==> config.mk <==
export PLATFORM = sky130hd
export DESIGN_NAME = mw_eeprom_slave
export DESIGN_NICKNAME = d
export VERILOG_FILES = /design/src/rtl/mw_pkg.sv /design/src/rtl/mw_edge_sampler.sv /design/src/rtl/mw_busy_timer.sv /design/src/rtl/mw_word_array.sv /design/src/rtl/mw_eeprom_slave.sv
export SDC_FILE = /design/constraint.sdc
export NUM_CORES = 2
export LEC_CHECK = 0
export ABC_CLOCK_PERIOD_IN_PS = 8600
export BUFFER_PORTS_ARGS = -buffer_cell sky130_fd_sc_hd__buf_2
export CORE_MARGIN = 3
export CORE_UTILIZATION = 50
export CTS_BUF_LIST = sky130_fd_sc_hd__clkbuf_4 sky130_fd_sc_hd__clkbuf_8 sky130_fd_sc_hd__clkbuf_16
export CTS_CLUSTER_SIZE = 10
export DETAILED_ROUTE_END_ITERATION = 10
export PLACE_DENSITY = 0.64
export SLEW_MARGIN = 20
export SYNTH_ARGS = -nofsm -noshare
export SYNTH_HDL_FRONTEND = slang
export SYNTH_SLANG_ARGS = --single-unit
==> constraint.sdc <==
create_clock -name clk -period 8.6 [get_ports clk]
set_input_delay 0.86 -clock clk [delete_from_list [all_inputs] [get_ports clk]]
set_output_delay 0.86 -clock clk [all_outputs]
set_load 0.1 [all_outputs]
==> src/rtl/mw_pkg.sv <==
package mw_pkg;

  typedef enum logic [2:0] {
    MW_READ, MW_WRITE, MW_ERASE, MW_EN, MW_DIS, MW_ERAL, MW_WRAL
  } mw_cmd_e;

  typedef enum logic [2:0] {
    ST_IDLE, ST_CMD, ST_DATA, ST_READ, ST_DONE
  } mw_state_e;

  // Operation code plus the two top address bits select the instruction.
  function automatic mw_cmd_e mw_decode(input logic [1:0] op, input logic [1:0] top);
    mw_cmd_e c;
    unique case (op)
      2'b10:   c = MW_READ;
      2'b01:   c = MW_WRITE;
      2'b11:   c = MW_ERASE;
      default: begin
        unique case (top)
          2'b11:   c = MW_EN;
          2'b00:   c = MW_DIS;
          2'b10:   c = MW_ERAL;
          default: c = MW_WRAL;
        endcase
      end
    endcase
    return c;
  endfunction

  function automatic logic mw_is_prog(input mw_cmd_e c);
    return (c == MW_WRITE) || (c == MW_ERASE) || (c == MW_ERAL) || (c == MW_WRAL);
  endfunction

endpackage

==> src/rtl/mw_edge_sampler.sv <==
module mw_edge_sampler (
  input  logic clk,
  input  logic rst_n,
  input  logic sk,
  output logic sk_rise
);
  logic sk_q;

  always_ff @(posedge clk) begin
    if (!rst_n) sk_q <= 1'b0;
    else        sk_q <= sk;
  end

  assign sk_rise = sk & ~sk_q;
endmodule

==> src/rtl/mw_busy_timer.sv <==
module mw_busy_timer #(
  parameter int BUSY_CYCLES = 64
) (
  input  logic clk,
  input  logic rst_n,
  input  logic start,
  output logic busy
);
  localparam int TW = $clog2(BUSY_CYCLES + 1);
  logic [TW-1:0] cnt_q;

  always_ff @(posedge clk) begin
    if (!rst_n)           cnt_q <= '0;
    else if (start)       cnt_q <= TW'(BUSY_CYCLES);
    else if (cnt_q != '0) cnt_q <= cnt_q - 1'b1;
  end

  assign busy = (cnt_q != '0);

  AST_START_MAKES_BUSY: assert property (@(posedge clk) disable iff (!rst_n) start |=> busy);
  AST_COUNT_BOUND: assert property (@(posedge clk) disable iff (!rst_n) cnt_q <= TW'(BUSY_CYCLES));
endmodule

==> src/rtl/mw_word_array.sv <==
module mw_word_array #(
  parameter int ADDR_W = 6,
  parameter int DATA_W = 16
) (
  input  logic              clk,
  input  logic              rst_n,
  input  logic              we_one,
  input  logic              we_all,
  input  logic [ADDR_W-1:0] waddr,
  input  logic [DATA_W-1:0] wdata,
  input  logic [ADDR_W-1:0] raddr,
  output logic [DATA_W-1:0] rdata
);
  localparam int DEPTH = 1 << ADDR_W;
  logic [DATA_W-1:0] mem [DEPTH];

  always_ff @(posedge clk) begin
    if (!rst_n) begin
      for (int i = 0; i < DEPTH; i++) mem[i] <= '1;
    end else if (we_all) begin
      for (int i = 0; i < DEPTH; i++) mem[i] <= wdata;
    end else if (we_one) begin
      mem[waddr] <= wdata;
    end
  end

  assign rdata = mem[raddr];

  AST_ALL_FILL_WORD0: assert property (@(posedge clk) disable iff (!rst_n) we_all |=> mem[0] == $past(wdata));
  AST_ONE_WORD_LANDS: assert property (@(posedge clk) disable iff (!rst_n) (we_one && !we_all) |=> mem[$past(waddr)] == $past(wdata));
endmodule

==> src/rtl/mw_eeprom_slave.sv <==
module mw_eeprom_slave #(
  parameter int ADDR_W      = 6,
  parameter int DATA_W      = 16,
  parameter int BUSY_CYCLES = 64
) (
  input  logic clk,
  input  logic rst_n,
  input  logic cs,
  input  logic sk,
  input  logic di,
  output logic dout
);
  import mw_pkg::*;

  localparam int HDR_W = ADDR_W + 2;
  localparam int CNT_W = $clog2(HDR_W + DATA_W + 1);
  localparam logic [DATA_W-1:0] ERASED = '1;

  mw_state_e         st_q;
  mw_cmd_e           cmd_q, cmd_nx;
  logic [CNT_W-1:0]  cnt_q;
  logic [HDR_W-1:0]  hdr_q, hdr_nx;
  logic [DATA_W-1:0] dat_q, dat_nx;
  logic [ADDR_W-1:0] addr_q, addr_nx;
  logic [DATA_W:0]   rd_sh;
  logic              wen_q, pend_q;

  // Named internal events
  logic sk_rise, busy, hdr_done, dat_done, start_ok;
  logic we_one, we_all;
  logic [ADDR_W-1:0] waddr;
  logic [DATA_W-1:0] wdata, rdata;

  mw_edge_sampler u_samp (.clk(clk), .rst_n(rst_n), .sk(sk), .sk_rise(sk_rise));

  mw_busy_timer #(.BUSY_CYCLES(BUSY_CYCLES)) u_timer (
    .clk(clk), .rst_n(rst_n), .start(we_one | we_all), .busy(busy));

  mw_word_array #(.ADDR_W(ADDR_W), .DATA_W(DATA_W)) u_array (
    .clk(clk), .rst_n(rst_n), .we_one(we_one), .we_all(we_all),
    .waddr(waddr), .wdata(wdata), .raddr(addr_nx), .rdata(rdata));

  assign hdr_nx   = {hdr_q[HDR_W-2:0], di};
  assign dat_nx   = {dat_q[DATA_W-2:0], di};
  assign addr_nx  = hdr_nx[ADDR_W-1:0];
  assign cmd_nx   = mw_decode(hdr_nx[HDR_W-1 -: 2], hdr_nx[ADDR_W-1 -: 2]);
  assign start_ok = cs && sk_rise && (st_q == ST_IDLE) && di && !busy;
  assign hdr_done = cs && sk_rise && (st_q == ST_CMD)  && (cnt_q == CNT_W'(HDR_W - 1));
  assign dat_done = cs && sk_rise && (st_q == ST_DATA) && (cnt_q == CNT_W'(DATA_W - 1));

  assign we_one = wen_q && ((hdr_done && cmd_nx == MW_ERASE) || (dat_done && cmd_q == MW_WRITE));
  assign we_all = wen_q && ((hdr_done && cmd_nx == MW_ERAL)  || (dat_done && cmd_q == MW_WRAL));
  assign waddr  = dat_done ? addr_q : addr_nx;
  assign wdata  = dat_done ? dat_nx : ERASED;

  always_ff @(posedge clk) begin
    if (!rst_n) begin
      st_q   <= ST_IDLE;
      cmd_q  <= MW_READ;
      cnt_q  <= '0;
      hdr_q  <= '0;
      dat_q  <= '0;
      addr_q <= '0;
      rd_sh  <= '0;
      wen_q  <= 1'b0;
      pend_q <= 1'b0;
    end else if (!cs) begin
      st_q  <= ST_IDLE;
      cnt_q <= '0;
    end else if (sk_rise) begin
      unique case (st_q)
        ST_IDLE: if (start_ok) begin
          st_q   <= ST_CMD;
          cnt_q  <= '0;
          pend_q <= 1'b0;
        end
        ST_CMD: begin
          hdr_q <= hdr_nx;
          cnt_q <= cnt_q + 1'b1;
          if (hdr_done) begin
            cnt_q  <= '0;
            cmd_q  <= cmd_nx;
            addr_q <= addr_nx;
            unique case (cmd_nx)
              MW_READ:  begin rd_sh <= {1'b0, rdata}; st_q <= ST_READ; end
              MW_WRITE, MW_WRAL: st_q <= ST_DATA;
              MW_EN:    begin wen_q <= 1'b1; st_q <= ST_DONE; end
              MW_DIS:   begin wen_q <= 1'b0; st_q <= ST_DONE; end
              default:  begin
                st_q <= ST_DONE;
                if (wen_q) pend_q <= 1'b1;
              end
            endcase
          end
        end
        ST_DATA: begin
          dat_q <= dat_nx;
          cnt_q <= cnt_q + 1'b1;
          if (dat_done) begin
            st_q <= ST_DONE;
            if (wen_q) pend_q <= 1'b1;
          end
        end
        ST_READ: rd_sh <= {rd_sh[DATA_W-1:0], 1'b0};
        default: ;
      endcase
    end
  end

  always_comb begin
    unique case (st_q)
      ST_READ: dout = rd_sh[DATA_W];
      ST_IDLE: dout = cs && pend_q && !busy;
      default: dout = 1'b0;
    endcase
  end

  AST_ABORT_ON_DESELECT: assert property (@(posedge clk) disable iff (!rst_n) !cs |=> st_q == ST_IDLE);
  AST_READ_LEADS_ZERO: assert property (@(posedge clk) disable iff (!rst_n) (st_q == ST_READ && $past(st_q) != ST_READ) |-> !dout);
  AST_LOCKED_NO_PROGRAM: assert property (@(posedge clk) disable iff (!rst_n) $rose(busy) |-> wen_q);
  AST_NO_START_WHILE_BUSY: assert property (@(posedge clk) disable iff (!rst_n) (busy && st_q == ST_IDLE) |=> st_q != ST_CMD);
  AST_ONE_PORT_AT_A_TIME: assert property (@(posedge clk) disable iff (!rst_n) $onehot0({we_one, we_all}));
  AST_PROG_ONLY_WHEN_DECODED: assert property (@(posedge clk) disable iff (!rst_n) (we_one || we_all) |-> (hdr_done ? mw_is_prog(cmd_nx) : mw_is_prog(cmd_q)));
endmodule

Yosys cells after proc, flatten, opt, wreduce, memory -nomap -nowiden
Memory sizes are Yosys's and may differ from the RTL's. Cells that the tools add are included.

Output and inout bits: 1. Input bits: 5. Register bits: 66. RAM bits: 1024. Logic and storage cells: 246. Memories kept: 1.

Memories: u_array.mem (words 64, width 16, read ports 1, clocked after memory_dff 0, wr ports 64, line mw_word_array.sv:15) `logic [DATA_W-1:0] mem [DEPTH];`.

Muxes and demuxes: 100. Add/subtract/negate cells: 2. Bitwise operators: 68. Reduce and logical (&&, ||, !) cells: 40. Equality and inequality tests: 23.

Operators with widths (count): $mux 16 (66); $or 1x1->1 (65); $mux 17 (2); $pmux 17 s2 (1); $pmux 3 s3 (3); $logic_and 1x1->1 (16); $reduce_or 16->1 (1); $pmux 5 s3 (1); $reduce_and 5->1 (3); $mux 1 (14); $mux 7 (2); $eq 3x2->1 const B (4); $eq 3x3->1 const B (4); $mux 6 (2); $mux 5 (2); $eq 3x1->1 const B (3); $mux 3 (3); $reduce_and 3->1 (3); $eq 2x2->1 const B (4); $ne 2x2->1 const B (4); $reduce_and 7->1 (1); $reduce_bool 7->1 (1); $sub 7x1->7 const B (1); $logic_not 3->1 (2); other kinds (19) (25).

Logic depth before layout (Yosys ltp)
Word-level depth: 14. Mapped depth: 11.

Modules after synthesis
A second synthesis with hierarchy kept.

Cell total of the unflattened synthesis: 2788. Area total of the unflattened synthesis: 47075.1 µm².

Modules (own cells, without submodules): mw_word_array (cells an instance 2400, area each 43589.3 µm², instances 1, seq. area each 30749.5 µm²); mw_eeprom_slave (cells an instance 348, area each 3095.5 µm², instances 1, seq. area each 1161.1 µm²); mw_busy_timer (cells an instance 37, area each 350.3 µm², instances 1, seq. area each 140.1 µm²); mw_edge_sampler (cells an instance 3, area each 40.0 µm², instances 1, seq. area each 20.0 µm²).

Worst setup path before layout
Ideal clock, no wire load.

Path type: input -> register. Start point: input sk. End point: memory u_array.mem[35][0] (enable). Buffers on the path: 4. Setup slack: 4.742 ns. Cell stages on the path: 8. Arrival: 3.444 ns. Path through: and2b_1 nand4_4 buf_6 buf_6 buf_6 clkbuf_1 a21oi_1 o31ai_1.

RTL lines: from (decl) (line mw_eeprom_slave.sv:9) `input logic sk,`; to (decl) (line mw_word_array.sv:15).

==> summary.md <==
| Metric | Value |
|---|---|
| Vias per cell | 6.558 |
| Pin count of the biggest net entering global routing | 247 |
| DR vias | 32800 |
| Cell Area, Synth | 50200 um^2 |
| RSZ-0062 raised after global routing | false |
| Area of the multi-input gates | 16450 um^2 |
| Int Pwr | 9.000 mW |
| Worst Setup Slack post-DPL | 3.892 ns |
| H-Tree Depth | 3 |
| Met2 GRT Util | 0.4397 |
| Post-synth top area cell | edfxtp_1 |
| Ys flop type | edfxtp_1 |
| Slew margin rel. | 0.2307 |
| Period utilization | 0.5209 |
| Area Growth Syn to Fin | 9.475% |
| Fill count | 7960 |
| Crit-path leading delay family | compound AO/OA/AOI/OAI gates |
| Worst vdd ir | 0.1656 mV |
| Mux share of post-synthesis cell area | 0.1198 |
| Post-DRT Antenna Nets | 0 |
| Final Hold Vio Count | 0 |
| Final net count | 3667 |
| Final GP Congestion | 0.9037 |
| Fmax | 223.2 MHz |
| Yosys reg bits | 1090 |
| Adder-cell share of the synthesized area | 0.0007478 |
| Synth async-reset ratio | 0 |
| Critical path startpoint | cnt_q[0]$_SDFFE_PN0P_ |
| R2R Path Start | cnt_q[0]$_SDFFE_PN0P_ |
| Fin util | 0.5551 |
| Fin. max-slew vios | 0 |
| Number of CTS-inserted buffers | 121 |
| Row count | 115 |
| Ports | 6 |
| Worst setup margin | 4.121 ns |
| Layout cell share with drive strength beyond 1 | 0.1801 |
| First-pass GRT wire length | 217700 um |
| Post-synth cell types | 74 |
| # diodes | 0 |
| Critical path launch point type | flop |
| Critical Path Max Stage Delay | 0.93 ns |
| Die X-Extent | 322.8 um |
| Hold endpoint | u_samp.sk_q$_SDFF_PN0_ |
| Post-synth EDFFs | 1024 |
| Mean Syn Cell Area | 13.25 um^2 |
| DP HPWL | 91190 um |
| Max-cap violations | 0 |
| Worst r2r path cells | 9 |
| CP max-delay cell | a31oi_4 |
| Drt pass-1 iters | 6 |
| Reg area | 32080 um^2 |
| Commonest non-fill, non-tap cells in the layout | edfxtp_1 (1024), nand2_1 (563), a21oi_1 (516), mux2i_1 (349), a22oi_1 (143) |
| Clk slew on worst S/H paths | 0.06 ns |
| Chip height | 322.8 um |
| Avg WL per Cell | 30.35 um |
| GR Util met3 | 0.05130 |
| Worst-Margin Slew | 1.154 ns |
| Status | complete, no violations |
| Residual DRC count | 0 |
| WHS Path Cells | 2 |
| Register area share after synthesis | 0.6389 |
| Most common cell after layout, fill and taps aside | edfxtp_1 |
| Synth Area in XOR/XNOR | 0.001396 |
| Iter 0 DRT Violations | 4880 |
| Clk buf depth | 3 |
| Hold path startpoint | sk |
| Grt ovf | 0 |
| Pwr Total | 11.42 mW |
| Top post-synthesis cells by area | edfxtp_1 (61%), mux2i_1 (7.0%), a21oi_1 (5.2%), mux4_2 (5.0%), nand2_1 (4.2%) |
| I/O Buffers | 5 |
| WP data arrival | 4.77 ns |
| WP data required | 8.89 ns |
| Mapped Cells | 3787 |
| Fin Setup TNS | 0 ns |
| Worst path bufs/invs | 2 |
| Net Count, Synth | 3795 |
| R2R Path End | u_array.mem[10][8]$_DFFE_PP_ |
| Sequential power share | 0.537 |
| Synth warnings | 0 |
| WS Path Type | flop to flop |
| CTS sink cnt | 1090 |
| Clk_lat worst skew | 0.70 ns |
| Final setup violation count | 0 |
| CTS tree | built |
| Post-CTS Hold Buffers | 0 |
| Critical-path cell list | ha_1 > and3_1 > ha_1 > nand4_4 > buf_4 > buf_4 > nor4b_2 > a31oi_4 > o21ai_2 |
| Minimum clock period | 4.479 ns |
| Core area | 98990 um^2 |
| HP Class | input pin to flop |
| R2r setup slk | 4.12 ns |
| Share of the synthesized area in the top cell type | 0.6126 |
| Sw Ratio | 0.2116 |
| Clock skew | 0.01413 ns |
| Initial Util | 0.5071 |
| CTS root buffer | clkbuf_16 |
| Comb pwr share | 0.048 |
| Synth Area in Compound Gates | 0.1054 |
| Post-CTS Resized | 0 |
| Largest family of logic cells by synthesized area | multiplexers |
| Post-CTS setup buffers | 0 |
| Max FO, Critical Path | 33 |
| GRT Max-Usage Layer | met2 |
| DIE AREA | 104200 um^2 |
| Initial antenna violation count | 6 |
| WL final | 151800 um |
| Power Density | 207.7 nW/um^2 |
| GRT Overall Usage | 0.2885 |
| Clock power frac | 0.415 |
| Crit. End Element | flop |
| Switching power | 2.416 mW |
| Grt met1 use | 0.3981 |
| Post-synthesis simple-gate area fraction | 0.09043 |
| Vias in the first global route | 31360 |
| Leak Pwr | 17.58 nW |
power groups by stage:
stage | logic [mW] | clock network [mW] | registers (mW)
finish | 0.548 | 4.74 | 6.13
global route | 0.588 | 4.98 | 6.15
CTS | 0.545 | 4.78 | 6.13
detailed placement | 0.543 | 0 | 6.23
global placement | 0.536 | 0 | 6.22
floorplan | 0.380 | 0 | 6.21
per-stage QoR:
| stage | area, um^2 | cells | hold slack, ns |
|---|---|---|---|
| detailed placement | 51260 | 4816 | 0.4627 |
| global placement | 51230 | 4814 | 0.4550 |
| CTS | 54800 | 4994 | 0.3851 |
| finish | 54950 | 5001 | 0.4197 |
| global route | 54950 | 5001 | 0.4128 |
| floorplan | 50200 | 3787 | 0.4456 |
worst max-delay path by stage:
stage / end / slack, ns / depth (start not counted)
after detailed placement: u_array.mem[12][2]$_DFFE_PP_ / 3.89 / 8
after global placement: u_array.mem[10][10]$_DFFE_PP_ / 3.95 / 8
after CTS: u_array.mem[10][0]$_DFFE_PP_ / 4.19 / 9
after floorplan: u_array.mem[35][0]$_DFFE_PP_ / 4.74 / 8
final: u_array.mem[10][8]$_DFFE_PP_ / 4.12 / 9
after global routing: u_array.mem[15][15]$_DFFE_PP_ / 3.95 / 9
kinds of logic after synthesis:
group,after synthesis
DFF,1090
and+or+nand+nor,945
AOI/OAI and AO/OA,871
muxes,462
buffers and inverters,408
xor gates and xnor gates,8
adders and majority gates,3
synth_stat cells, types with 3 or more instances:
library cell / instances
a2111oi_0: 8
a21oi_1: 519
a21oi_2: 75
a21oi_4: 3
a221oi_1: 12
a22oi_1: 143
a311oi_1: 3
a31oi_1: 11
and2_1: 8
and3_1: 3
and3b_1: 3
and4_1: 7
buf_1: 22
buf_2: 146
buf_4: 34
buf_6: 42
clkbuf_1: 156
dfxtp_1: 66
edfxtp_1: 1024
ha_1: 3
inv_1: 6
mux2i_1: 349
mux4_2: 111
nand2_1: 563
nand2b_1: 7
nand3_1: 77
nand3b_1: 5
nand4_1: 14
nor2_1: 91
nor2_2: 12
nor2b_1: 7
nor3_1: 71
nor3_2: 12
nor3_4: 23
nor3b_1: 4
nor4b_1: 8
o211ai_1: 4
o21ai_0: 61
o31ai_1: 19
or2_2: 6
or3_1: 5
xnor2_1: 4
xor2_1: 4
routing by layer:
layer,part of all wire,routed length [um]
met1,0.39,59590
met2,0.46,69250
met3,0.092,13960
met4,0.059,8961
met5,0.00028,43
flip-flops by register name (all words and copies together) (netlist names), 3 cells and up:
signal	count
dat_q	15
hdr_q	7
st_q	3
rd_sh	17
cnt_q	5
addr_q	6
u_timer.cnt_q	7
cmd_q	3
u_array.mem	1024
final cells by class:
type,instances,area share
clock inverters,9,0.002140
flip-flops and latches,1090,0.5838
repair buffers,151,0.02277
clock buffers,169,0.06230
multi-input cells,2289,0.2993
inverters,6,0.0004098
well taps,1287,0.02930
No activity file was read; power rests on OpenSTA's default activity.
